[src/rtl/sram_b2_pkg.sv]
package sram_b2_pkg;
   localparam int LANE_W_DEF = 9;
   localparam int BANKS      = 2;
   typedef enum logic {OP_WR = 1'b0, OP_RD = 1'b1} op_e;
endpackage

[src/rtl/sram_b2_cmd.sv]
module sram_b2_cmd
   import sram_b2_pkg::*;
#(
   parameter int ADDR_W = 6
) (
   input  logic                        clk,
   input  logic                        rst,
   input  logic                        start_n,
   input  logic                        dir,
   input  logic [ADDR_W-1:0]           addr,
   output logic [BANKS-1:0]            wr_vld,
   output logic [BANKS-1:0][ADDR_W-1:0] wr_addr,
   output logic                        rd_go,
   output logic [ADDR_W-1:0]           rd_addr
);
   logic wr_cmd;

   assign wr_cmd  = !start_n && (op_e'(dir) == OP_WR);
   assign rd_go   = !start_n && (op_e'(dir) == OP_RD);
   assign rd_addr = addr;

   // beat-slot tracker: stage b writes bank b on the next edge
   always_ff @(posedge clk) begin
      if (rst) begin
         wr_vld <= '0;
      end else begin
         wr_vld <= {wr_vld[BANKS-2:0], wr_cmd};
      end
      wr_addr <= {wr_addr[BANKS-2:0], addr};
   end

   p_wr_chain_r2: assert property (@(posedge clk) disable iff (rst)
      wr_vld[0] |=> wr_vld[1]);

   p_cmd_gap_r9: assert property (@(posedge clk) disable iff (rst)
      !start_n |=> start_n);
endmodule

[src/rtl/sram_b2_bank.sv]
module sram_b2_bank #(
   parameter int ADDR_W = 6,
   parameter int LANES  = 4,
   parameter int LANE_W = 9
) (
   input  logic                    clk,
   input  logic                    rst,
   input  logic                    we,
   input  logic [ADDR_W-1:0]       waddr,
   input  logic [LANES*LANE_W-1:0] wdata,
   input  logic [LANES-1:0]        wmask_n,
   input  logic                    re,
   input  logic [ADDR_W-1:0]       raddr,
   output logic [LANES*LANE_W-1:0] rdata
);
   localparam int DEPTH = 1 << ADDR_W;
   localparam int W     = LANES * LANE_W;

   logic [W-1:0] mem [DEPTH];
   logic [W-1:0] rd_word;
   logic         hit;

   always_ff @(posedge clk) begin
      if (we) begin
         for (int i = 0; i < LANES; i++) begin
            if (!wmask_n[i]) mem[waddr][i*LANE_W +: LANE_W] <= wdata[i*LANE_W +: LANE_W];
         end
      end
   end

   assign hit = we && (waddr == raddr);

   // lane-wise bypass of a write landing on the same edge as the read
   for (genvar g = 0; g < LANES; g++) begin : g_lane
      assign rd_word[g*LANE_W +: LANE_W] = (hit && !wmask_n[g]) ?
             wdata[g*LANE_W +: LANE_W] : mem[raddr][g*LANE_W +: LANE_W];
   end

   always_ff @(posedge clk) begin
      if (re) rdata <= rd_word;
   end

   p_bypass_full_r7: assert property (@(posedge clk) disable iff (rst)
      (re && we && (waddr == raddr) && (wmask_n == '0)) |=> (rdata == $past(wdata)));
endmodule

[src/rtl/sram_b2_rdpipe.sv]
module sram_b2_rdpipe #(
   parameter int W      = 36,
   parameter int RD_LAT = 2
) (
   input  logic         clk,
   input  logic         rst,
   input  logic         go,
   input  logic [W-1:0] q_even,
   input  logic [W-1:0] q_odd,
   output logic [W-1:0] rdata,
   output logic         rdata_vld
);
   logic         s0_vld;
   logic         last_vld;
   logic [W-1:0] last_even, last_odd;
   logic [W-1:0] hold_odd;
   logic         pend_odd;
   logic         out_first;

   if (RD_LAT < 1) begin : g_bad_lat
      $error("RD_LAT must be at least 1");
   end

   always_ff @(posedge clk) begin
      if (rst) s0_vld <= 1'b0;
      else     s0_vld <= go;
   end

   if (RD_LAT == 1) begin : g_direct
      assign last_vld  = s0_vld;
      assign last_even = q_even;
      assign last_odd  = q_odd;
   end else begin : g_pipe
      logic         v  [RD_LAT-1:1];
      logic [W-1:0] pe [RD_LAT-1:1];
      logic [W-1:0] po [RD_LAT-1:1];
      always_ff @(posedge clk) begin
         if (rst) begin
            for (int k = 1; k < RD_LAT; k++) v[k] <= 1'b0;
         end else begin
            v[1] <= s0_vld;
            for (int k = 2; k < RD_LAT; k++) v[k] <= v[k-1];
         end
         pe[1] <= q_even;
         po[1] <= q_odd;
         for (int k = 2; k < RD_LAT; k++) begin
            pe[k] <= pe[k-1];
            po[k] <= po[k-1];
         end
      end
      assign last_vld  = v[RD_LAT-1];
      assign last_even = pe[RD_LAT-1];
      assign last_odd  = po[RD_LAT-1];
   end

   // two-beat serializer
   always_ff @(posedge clk) begin
      if (rst) begin
         rdata     <= '0;
         rdata_vld <= 1'b0;
         pend_odd  <= 1'b0;
         out_first <= 1'b0;
      end else if (last_vld) begin
         rdata     <= last_even;
         rdata_vld <= 1'b1;
         pend_odd  <= 1'b1;
         out_first <= 1'b1;
      end else if (pend_odd) begin
         rdata     <= hold_odd;
         rdata_vld <= 1'b1;
         pend_odd  <= 1'b0;
         out_first <= 1'b0;
      end else begin
         rdata     <= '0;
         rdata_vld <= 1'b0;
         out_first <= 1'b0;
      end
      if (last_vld) hold_odd <= last_odd;
   end

   p_second_beat_r4: assert property (@(posedge clk) disable iff (rst)
      out_first |=> (rdata_vld && !out_first));
endmodule

[src/rtl/sram_b2.sv]
module sram_b2
   import sram_b2_pkg::*;
#(
   parameter int ADDR_W = 6,
   parameter int LANES  = 4,
   parameter int LANE_W = LANE_W_DEF,
   parameter int RD_LAT = 2,
   localparam int W     = LANES * LANE_W
) (
   input  logic              clk,
   input  logic              rst,
   input  logic              start_n,
   input  logic              dir,
   input  logic [ADDR_W-1:0] addr,
   input  logic [W-1:0]      wdata,
   input  logic [LANES-1:0]  lane_we_n,
   output logic [W-1:0]      rdata,
   output logic              rdata_oe,
   output logic              rdata_vld
);
   if (ADDR_W < 1 || LANES < 1 || LANE_W < 1) begin : g_bad_geom
      $error("ADDR_W, LANES and LANE_W must be positive");
   end

   logic [BANKS-1:0]             wr_vld;
   logic [BANKS-1:0][ADDR_W-1:0] wr_addr;
   logic                         rd_go;
   logic [ADDR_W-1:0]            rd_addr;
   logic [W-1:0]                 bank_q [BANKS];

   sram_b2_cmd #(.ADDR_W(ADDR_W)) u_cmd (
      .clk(clk), .rst(rst), .start_n(start_n), .dir(dir), .addr(addr),
      .wr_vld(wr_vld), .wr_addr(wr_addr), .rd_go(rd_go), .rd_addr(rd_addr)
   );

   for (genvar b = 0; b < BANKS; b++) begin : g_bank
      sram_b2_bank #(.ADDR_W(ADDR_W), .LANES(LANES), .LANE_W(LANE_W)) u_bank (
         .clk(clk), .rst(rst),
         .we(wr_vld[b]), .waddr(wr_addr[b]), .wdata(wdata), .wmask_n(lane_we_n),
         .re(rd_go), .raddr(rd_addr), .rdata(bank_q[b])
      );
   end

   sram_b2_rdpipe #(.W(W), .RD_LAT(RD_LAT)) u_rdpipe (
      .clk(clk), .rst(rst), .go(rd_go),
      .q_even(bank_q[0]), .q_odd(bank_q[1]),
      .rdata(rdata), .rdata_vld(rdata_vld)
   );

   assign rdata_oe = rdata_vld;

   p_idle_zero_r5: assert property (@(posedge clk) disable iff (rst)
      !rdata_oe |-> (rdata == '0));
endmodule

[config.mk]
export PLATFORM = sky130hd
export DESIGN_NAME = sram_b2
export DESIGN_NICKNAME = d
export VERILOG_FILES = /design/src/rtl/sram_b2_pkg.sv /design/src/rtl/sram_b2_cmd.sv /design/src/rtl/sram_b2_bank.sv /design/src/rtl/sram_b2_rdpipe.sv /design/src/rtl/sram_b2.sv
export SDC_FILE = /design/constraint.sdc
export NUM_CORES = 2
export LEC_CHECK = 0
export CAP_MARGIN = 0
export CORE_AREA = 5 5 601 603
export CTS_BUF_LIST = sky130_fd_sc_hd__clkbuf_4 sky130_fd_sc_hd__clkbuf_8 sky130_fd_sc_hd__clkbuf_16
export DETAILED_ROUTE_END_ITERATION = 8
export DIE_AREA = 0 0 606 608
export GPL_TIMING_DRIVEN = 0
export HOLD_SLACK_MARGIN = 0.02
export PLACE_DENSITY_LB_ADDON = 0.2
export SLEW_MARGIN = 25
export SYNTH_ARGS = -nofsm -noshare
export SYNTH_HDL_FRONTEND = slang
export SYNTH_MEMORY_MAX_BITS = 65536
export SYNTH_SLANG_ARGS = --single-unit
[constraint.sdc]
create_clock -name clk -period 7.75 [get_ports clk]
set_input_delay 1.55 -clock clk [delete_from_list [all_inputs] [get_ports clk]]
set_output_delay 1.55 -clock clk [all_outputs]
set_load 0.02 [all_outputs]
==> flow_metrics.tcl <==
set metrics [dict create \
    htreeDepth 5 \
    end_kind "register" \
    drcViolationCount 0 \
    vias 98100 \
    synthToLayoutAreaGrowth_pct 13.6 \
    die_area_um2 368000 \
    reg2reg_from "g_bank[0].u_bank.mem[33][16]$_DFFE_PP_" \
    fin_nets 9625 \
    syn_avg_cell_area_um2 20.5 \
    regArea_um2 144000 \
    io_buffers 87 \
    hold_buffers 0 \
    clockRootBuffer "clkbuf_16" \
    required_ns 8.48 \
    skew_ns 0.0643 \
    max_freq_ghz 0.141 \
    p_leak_nw 65.7 \
    synth-seq-area-share 0.784 \
    ys_ff_latch 4842 \
    rsz0062_at_grt "false" \
    overflow 0 \
    start_util 0.518 \
    clock_latency_ns 1.01 \
    final_max_slew_viol_count 0 \
    synth_cell_types 47 \
    fp.coreArea_um2 355000 \
    irDropWorstVdd_mv 0.270 \
    grt_pass1_vias 95300 \
    ys_warn_count 0 \
    finalPower_mw 55.0 \
    crit_type "input port to register" \
    fillers 25500 \
    p_per_area_nw_per_um2 263 \
    fp.dieH_um 608 \
    path_clk_slew_ns 0.06 \
    post_cts_resized 0 \
    cts_setup_buffers 0 \
    hp-class "register to register" \
    place.gp.congestion 0.989 \
    post-route-util 0.589 \
    path_max_fanout 10 \
    slew_headroom 0.124 \
    ys_async_sr_fraction 0 \
    crit_arrival_ns 7.83 \
    layout_setup_ws_ns 0.645 \
    avgViaCountPerCell 6.65 \
    detail-route-antenna-nets 0 \
    status "finished, final reports clean" \
    layout_commonest_cell "edfxtp_1" \
    grt_first_pass_wirelength_mm 790 \
    drt_iter0_drc 16700 \
    grt_max_degree 103 \
    maxCapViolCount 0 \
    final_cell_mix "4716 x edfxtp_1, 868 x mux4_2, 586 x mux2i_1, 492 x clkbuf_16, 409 x a22oi_1" \
    cp-start-kind "input port" \
    io_pins 88 \
    synth_fp_nets 8997 \
    setup_violations 0 \
    multi_input_area_um2 38000 \
    fin_crit_sh 0.917 \
    synth_cells 8947 \
    synth.cell_area_um2 184000 \
    tightest_slew_ns 1.31 \
    numCtsBuffers 474 \
    synth_edf_count 4716 \
    critPathLaunch "addr[1]" \
    antenna_found_initial 60 \
    die_x_um 606 \
    cts_tree "yes" \
    rows 219 \
    fin_crit_ns 7.10 \
    drt-total-wl_mm 586 \
    synth_flop_cell "edfxtp_1" \
    hold_violations 0 \
    grt_usage 0.314 \
    hpwlAfterDp_mm 415 \
    avgRoutedWirePerCell_um 39.7 \
    cts.sinks 4842 \
    min-delay-start "g_bank[1].u_bank.rdata[35]$_DFFE_PP_" \
    drive_gt1_frac 0.237 \
    drt_first_pass_iters 8 \
    clock_path_buffers 4 \
    place_ws_ns -0.147 \
]
[layout make-up]
cell class	instances	area share
Antenna cell	30	0.000359
Buffer	539	0.0123
Clock buffer	604	0.0634
Clock inverter	273	0.0117
Multi-Input combinational cell	3566	0.182
Sequential cell	4842	0.690
Tap cell	4751	0.0285
Timing Repair Buffer	152	0.0116
[sequential cells by signal, summed over array words and instances (netlist names)]
register	cells
u_rdpipe.g_pipe.pe	36
u_rdpipe.rdata	36
u_rdpipe.pend_odd	1
u_cmd.wr_addr	12
u_cmd.wr_vld	2
u_rdpipe.rdata_vld	1
u_rdpipe.g_pipe.v	1
g_bank.u_bank.rdata	72
u_rdpipe.g_pipe.po	36
u_rdpipe.s0_vld	1
g_bank.u_bank.mem	4608
u_rdpipe.hold_odd	36
[worst max-delay path, cell delays in order]
cell and delay [ns]:
clkdlybuf4s50_1 0.99, clkbuf_2 0.28, buf_6 0.32, buf_2 0.49, buf_2 0.80, buf_2 0.44
mux2i_1 0.25, o22ai_1 0.13, a2111oi_1 1.00, nand3_1 0.91, a32o_1 0.56
[cells by family after synthesis]
family / Yosys count / synth area share
AOI/OAI and AO/OA: 868 / 0.0343
xor gates and xnor gates: 12 / 0.000572
buffers and inverters: 539 / 0.0135
DFF: 4842 / 0.784
muxes: 1454 / 0.138
and+or+nand+nor: 1232 / 0.0291
[Yosys cell counts, types with 35 or more instances]
cell      number  share of area
a21oi_1      112         0.0030
a22o_1        67         0.0032
a22oi_1      409          0.017
a32o_1        38         0.0021
buf_1         93         0.0019
buf_2        159         0.0043
buf_4         43         0.0018
clkbuf_1     228         0.0047
dfxtp_1      126          0.014
edfxtp_1    4716           0.77
mux2i_1      586          0.032
mux4_2       868           0.11
nand2_1      249         0.0051
nand3_1      234         0.0064
nor2_1       600          0.012
nor4_1        35         0.0012
o21ai_0       39         0.0011
o22ai_1      111         0.0038
[worst paths after layout]
kind / end / slack, ns / depth (start not counted)
hold reg to reg: u_rdpipe.g_pipe.po[1][35]$_DFF_P_ / 0.34 / 0
setup reg to reg: g_bank[0].u_bank.rdata[16]$_DFFE_PP_ / 3.85 / 5
hold / removal: u_rdpipe.g_pipe.po[1][35]$_DFF_P_ / 0.34 / 0
setup / recovery: g_bank[0].u_bank.rdata[16]$_DFFE_PP_ / 0.65 / 11
[per-stage QoR]
stage / TNS [ns] / cells / area (um^2) / hold WS, ns
2_1_floorplan: 0 / 8947 / 184000 / 0.323
5_1_grt: 0 / 14700 / 209000 / 0.347
3_3_place_gp: -12.06 / 13800 / 191000 / 0.326
3_5_place_dp: -0.193 / 13800 / 193000 / 0.327
4_1_cts: 0 / 14700 / 209000 / 0.338
6_report: 0 / 14800 / 209000 / 0.338
[power by group]
| group | total [mW] | switching, mW | internal [mW] |
|---|---|---|---|
| registers | 28.8 | 0.0269 | 28.8 |
| logic | 2.96 | 2.13 | 0.837 |
| clock network | 23.2 | 9.88 | 13.3 |
| total | 55.0 | 12.0 | 43.0 |
[routing by layer]
metal | GRT usage | wire length, um
met1 | 0.414 | 206000
met3 | 0.0975 | 73900
met5 | 0.000523 | 175
met4 | 0.180 | 42600
met2 | 0.467 | 263000
(Power assumes the default switching activity.)
